===== src/rtl/supply_prog_decoder.sv =====
module supply_prog_decoder #(
  parameter int INIT_WAIT = 820,
  parameter int TIMEOUT   = 65536,
  parameter int INC_LO    = 20,
  parameter int INC_HI    = 26,
  parameter int ZERO_LO   = 52,
  parameter int ZERO_HI   = 59,
  parameter int ONE_LO    = 85,
  parameter int ONE_HI    = 92,
  parameter logic [7:0] TYPE_CODE = 8'h5A
) (
  input  logic       clk,
  input  logic       rst_n,
  input  logic       ev_start,
  input  logic       ev_stop,
  input  logic       ev_pulse,
  input  logic       ev_prestore,
  input  logic       ev_store,
  output logic [2:0] state,
  output logic [7:0] shreg,
  output logic       wr_stb,
  output logic       rd_load
);
  localparam int CW = $clog2(TIMEOUT + 1);
  localparam logic [CW-1:0] WAIT_C = CW'(INIT_WAIT);
  localparam logic [CW-1:0] TO_C   = CW'(TIMEOUT);
  localparam logic [CW-1:0] IL = CW'(INC_LO),  IH = CW'(INC_HI);
  localparam logic [CW-1:0] ZL = CW'(ZERO_LO), ZH = CW'(ZERO_HI);
  localparam logic [CW-1:0] OL = CW'(ONE_LO),  OH = CW'(ONE_HI);

  logic [CW-1:0] gap;
  logic          ref_seen, armed;
  logic [7:0]    word_a, word_b, sel_word;
  logic          used_a, used_b;

  wire active   = state != 3'd0;
  wire expired  = active && gap == TO_C;
  wire is_inc   = gap >= IL && gap <= IH;
  wire is_zero  = gap >= ZL && gap <= ZH;
  wire is_one   = gap >= OL && gap <= OH;
  wire commit   = ev_store && armed &&
                  ((state == 3'd3 && !used_a) || (state == 3'd4 && !used_b));

  always_comb begin
    case (state)
      3'd3:    sel_word = word_a;
      3'd4:    sel_word = word_b;
      3'd6:    sel_word = TYPE_CODE;
      default: sel_word = 8'h00;
    endcase
  end

  assign rd_load = |(shreg & sel_word);

  always_ff @(posedge clk or negedge rst_n) begin
    if (!rst_n) begin
      state    <= 3'd0;
      shreg    <= 8'h00;
      gap      <= '0;
      ref_seen <= 1'b0;
      armed    <= 1'b0;
      wr_stb   <= 1'b0;
      word_a   <= 8'h00;
      word_b   <= 8'h00;
      used_a   <= 1'b0;
      used_b   <= 1'b0;
    end else begin
      wr_stb <= 1'b0;
      if (ev_start) begin
        state    <= 3'd1;
        shreg    <= 8'h00;
        gap      <= CW'(1);
        ref_seen <= 1'b0;
        armed    <= 1'b0;
      end else if (active) begin
        if (ev_stop || expired) begin
          state <= 3'd0;
          armed <= 1'b0;
        end else if (ev_store) begin
          state <= 3'd0;
          armed <= 1'b0;
          if (commit) begin
            wr_stb <= 1'b1;
            if (state == 3'd3) begin
              word_a <= shreg;
              used_a <= 1'b1;
            end else begin
              word_b <= shreg;
              used_b <= 1'b1;
            end
          end
        end else begin
          if (ev_prestore) armed <= 1'b1;
          if (ev_pulse && ref_seen) begin
            gap <= CW'(1);
            if (is_inc && state != 3'd6) state <= state + 3'd1;
            if (is_zero) shreg <= {1'b0, shreg[7:1]};
            if (is_one)  shreg <= {1'b1, shreg[7:1]};
          end else if (ev_pulse && gap >= WAIT_C) begin
            ref_seen <= 1'b1;
            gap      <= CW'(1);
          end else begin
            gap <= gap + CW'(1);
          end
        end
      end
    end
  end
endmodule


===== config.mk =====
export PLATFORM = sky130hd
export DESIGN_NAME = supply_prog_decoder
export DESIGN_NICKNAME = d
export VERILOG_FILES = /design/src/rtl/supply_prog_decoder.sv
export SDC_FILE = /design/constraint.sdc
export NUM_CORES = 1
export LEC_CHECK = 0
export ABC_AREA = 0
export BUFFER_PORTS_ARGS = -buffer_cell sky130_fd_sc_hd__buf_2
export CORE_ASPECT_RATIO = 0.9
export CORE_UTILIZATION = 45
export DETAILED_ROUTE_END_ITERATION = 12
export PLACE_DENSITY = 0.72
export REMOVE_ABC_BUFFERS = 1
export SLEW_MARGIN = 20
export SYNTH_ARGS = -nofsm -noshare
export SYNTH_HDL_FRONTEND = slang
export SYNTH_SLANG_ARGS = --single-unit

===== constraint.sdc =====
create_clock -name clk -period 3.9 [get_ports clk]
set_input_delay 0.78 -clock clk [delete_from_list [all_inputs] [get_ports clk]]
set_output_delay 0.78 -clock clk [all_outputs]
set_load 0.02 [all_outputs]

Word-level counts from Yosys, hierarchy flattened. Index checks and enable logic that the tools add are counted.

Memory bits (writable): 0. Bits in latches: 0. Register bits after elaboration: 49. Output and inout bits: 13. Bits in read-only memories: 0. Memories: 0.

Reduce and logical (&&, ||, !) cells: 31. Shift-type cells: 0. $mul: 0. Mux-type cells: 36. $lt $le $gt $ge: 7. Equality and inequality tests: 8. Divide/modulo/power cells: 0. Bitwise logic cells: 4. $add $sub $neg: 2.

Operators by type and width (count): $mux W17 (6); $mux W8 (7); $pmux W8 S3 (1); $mux W3 (6); $add A17 B1 Y17 const B (1); $eq A17 B17 Y1 const B (1); $ge A17 B10 Y1 const B (1); $ge A17 B5 Y1 const B (1); $ge A17 B6 Y1 const B (1); $ge A17 B7 Y1 const B (1); $le A17 B5 Y1 const B (1); $le A17 B6 Y1 const B (1); $le A17 B7 Y1 const B (1); $mux W1 (16); $reduce_and A6 Y1 (2); $reduce_bool A4 Y1 (3); $logic_and A1 B1 Y1 (11); $reduce_and A5 Y1 (2); $and A8 B8 Y8 (1); $reduce_or A8 Y1 (1); $eq A3 B3 Y1 const B (2); $ne A2 B2 Y1 const B (3); $reduce_and A3 Y1 (2); $reduce_bool A2 Y1 (3); 8 further kinds (13).

Longest topological paths before layout.
Word-level depth: 9. Mapped depth: 10. Mapped depth without buffers: 7.

Least setup slack after synthesis. Ideal clock, no wire load.

Kind: register to output. From: register state[2]. To: output rd_load. Cell stages (with the launch flop): 9. Arrival: 2114 ps. Path slack: 1006 ps. Cells stage by stage: dfrtp_1 -> clkbuf_1 -> inv_1 -> ha_1 -> clkbuf_1 -> a32o_1 -> a22o_1 -> a221oi_1 -> a31oi_1.

Word-level cells in the longest chain between the ends: 4. Elaborated cells between the ends (all ways): 6.

Ends and longest elaborated chain: start, declared (RTL line 19) `output logic [2:0] state,`; start signal, assigned (RTL line 96) `if (is_inc && state != 3'd6) state <= state + 3'd1;`; $eq A3 B3 Y1 / $eq A3 B2 Y1 (equally long branches) (RTL line 45) `case (state)`; $pmux W8 S3 * (RTL line 45); $and A8 B8 Y8 * (RTL line 53) `assign rd_load = |(shreg & sel_word);`; $reduce_or A8 Y1 * (RTL line 53); end, declared (RTL line 22) `output logic rd_load`.

Every way passes the cells marked *; elsewhere a longest branch is shown, timed or not.

Worst setup path in the final report. Ends and elaborated chain as after synthesis.

==> results.json <==
{
  "start_util_pct": 46.3,
  "setup_slack_ns": 0.745,
  "num_vias": 2243,
  "maxSlewHeadroom_pct": 51.0,
  "antenna_found_initial": 0,
  "hold_viol": 0,
  "rsz0062_at_grt": "no",
  "layout-area-overhead-vs-synth_pct": 9.10,
  "nets": 315,
  "crit_slowest_cell": "dfrtp_1",
  "pwr-share-clk_pct": 31.9,
  "hp-class": "input port to asynchronous set/reset pin",
  "clk_pin_slew_ns": 0.10,
  "switchingPower_mw": 0.358,
  "worst_slew_pin_slew_ns": 0.733,
  "synthFlopType": "dfrtp_1",
  "clock_path_buffers": 2,
  "slowest_delay_ns": 0.52,
  "grt_pass1_vias": 2200,
  "drive_gt1_share_pct": 17.9,
  "rr_startpoint": "state[2]",
  "tritoncts": "built",
  "synthDistinctLibCells": 52,
  "grt_usage_pct": 19.7,
  "gp_congestion": 0.853,
  "grt_start_max_net_pins": 50,
  "wl_per_cell_um": 15.5,
  "tns_ns": 0,
  "io_pins": 20,
  "clock_latency_ns": 0.31,
  "finalCritPeriodShare_pct": 80.9,
  "drt-total-wl_um": 6030,
  "yosysSeqAreaShare_pct": 43.3,
  "grt_first_pass_wirelength_um": 10500,
  "cts_resized": 0,
  "critPathLaunch": "state[2]",
  "yosysWarnings": 0,
  "finalSetupViolations": 0,
  "critPathKind": "flop to output pin",
  "slew_violations": 0,
  "clock.fmax_mhz": 317,
  "synth_edf_count": 0,
  "synth_cells": 291,
  "finClkSkew_ns": 0.00807,
  "die_y_um": 77.3,
  "irDropWorstVdd_uv": 256,
  "fin_crit_ns": 3.16,
  "maxCapViolations": 0,
  "crit_path_start_kind": "flop",
  "port_buffers": 19,
  "netlist_top_cells_area": "dfrtp_1 43%, mux2_2 6.4%, a22o_1 4.6%, o21ai_0 3.5%, nor2b_1 3.3%",
  "sw_frac_of_total_pct": 30.8,
  "clock-root-buffer": "clkbuf_8",
  "yosysTopAreaCell": "dfrtp_1",
  "ys_async_sr_fraction_pct": 100,
  "netlist_area_sq_um": 2830,
  "cp.required_ns": 3.12,
  "critical_path.cell_chain": "inv_1 > ha_1 > a32o_1 > a22o_1 > a221oi_1 > a31oi_1 > buf_2",
  "cts_buffers": 5,
  "post_cts_buffers": 0,
  "final_common_cell": "dfrtp_1",
  "fin_cells": 389,
  "dp_slack_ns": 1.07,
  "die_w_um": 85.7,
  "htree_levels": 2,
  "rows": 27,
  "core_sq_um": 6110,
  "die_area_sq_um": 6620,
  "post-route-drc-count": 0,
  "crit_path_end_kind": "output pin",
  "finalPower_mw": 1.16,
  "crit_fanout": 12,
  "synth_area_per_cell_sq_um": 9.74,
  "viasPerCell": 5.77,
  "first_pass_iters": 4,
  "final_cell_mix": "49 x dfrtp_1, 20 x o21ai_0, 18 x buf_2",
  "n_antenna_cell": 0,
  "p_leak_nw": 1.44,
  "place_hpwl_um": 4180,
  "holdWs_ns": 0.481,
  "arrival_ns": 2.38,
  "power.density_nw_per_um2": 376,
  "pwr-share-comb_pct": 17.1,
  "synth.top_cell.area_share_pct": 43.3,
  "drt-initial-drc-count": 147,
  "ys_ff_latch": 49,
  "status": "completed",
  "pwr-share-seq_pct": 51.0,
  "hold_buffers": 0,
  "detail-route-antenna-nets": 0,
  "placedCellCount": 381,
  "internal_power_mw": 0.805,
  "clock_sinks": 49,
  "grt_overflow": 0
}
sequential cells by signal, summed over array words and instances, names as in the netlist:
name      flops
gap          17
shreg         8
word_a        8
word_b        8
state         3
armed         1
ref_seen      1
used_a        1
used_b        1
wr_stb        1
Yosys cell counts, types with 2 or more instances:
master,instances
nor3_1,7
a32o_1,4
nor4_1,5
o21ai_0,20
nand3_1,8
or4_4,2
o211ai_1,4
o22ai_1,2
nand2_1,16
mux2_2,16
a22o_1,15
buf_2,3
dfrtp_1,49
a31oi_1,5
inv_1,7
clkbuf_1,14
mux2i_1,7
a22oi_1,2
nor2b_1,15
nand4_1,2
ha_1,7
nand2b_1,11
or2_2,2
nor2_1,16
and3_1,7
and2_1,5
and4_1,2
a21oi_1,14
layer usage:
metal  vias up  GRT usage [%]  wire [um]
met3         6           3.01        229
met2        37           30.4       2750
met1      1108           28.3       2990
met4         0           6.00         61
li1       1092              -          -
met5         -              0          0
area by class of cell:
cell class | count | area (sq um)
Fill cell | 564 | 3020
Multi-Input combinational cell | 216 | 1500
Sequential cell | 49 | 1230
Timing Repair Buffer | 22 | 120
Tap cell | 87 | 109
Clock buffer | 6 | 72.6
Clock inverter | 2 | 38.8
Inverter | 7 | 26.3
power by group through the flow:
stage          combinational [mW]  sequential [mW]  clock (mW)
2_1_floorplan               0.138            0.585           0
3_3_place_gp                0.194            0.598           0
4_1_cts                     0.199            0.592       0.378
5_1_grt                     0.228            0.602       0.399
3_5_place_dp                0.198            0.600           0
6_report                    0.199            0.593       0.371
worst paths after layout:
path | depth (start not counted) | slack [ns] | endpoint
setup / recovery | 7 | 0.74 | rd_load
hold / removal | 1 | 0.48 | word_b[1]
setup reg to reg | 7 | 1.16 | word_b[7]
hold reg to reg | 1 | 0.48 | used_a
max in group asynchronous | 1 | 3.01 | word_a[6]
min in group clk | 1 | 0.48 | used_a
worst max-delay path, delay by kind of cell, from the launching register on:
kind | cells | cell delay, ns
compound gates | 4 | 0.85
buf+inv | 2 | 0.34
flops | 1 | 0.52
fa+ha+maj | 1 | 0.36
through the flow:
step / cell area (sq um) / util, %
6_report: 3090 / 50.6
5_1_grt: 3090 / 50.6
4_1_cts: 3090 / 50.5
3_5_place_dp: 2980 / 48.7
3_3_place_gp: 2980 / 48.7
2_1_floorplan: 2750 / -
cell families (layout without fill, tap and decap cells):
logic type               after synthesis  count (layout)  synth area share (%)
AND/OR/NAND/NOR                      108             108                  22.0
AO/OA/AOI/OAI                         78              78                  19.0
flip-flops                            49              49                  43.3
buffers and inverters                 26              37                  3.84
multiplexers                          23              23                  8.83
adder cells (fa/ha/maj)                7               7                  3.09
Power figures use the tool's default switching activity.
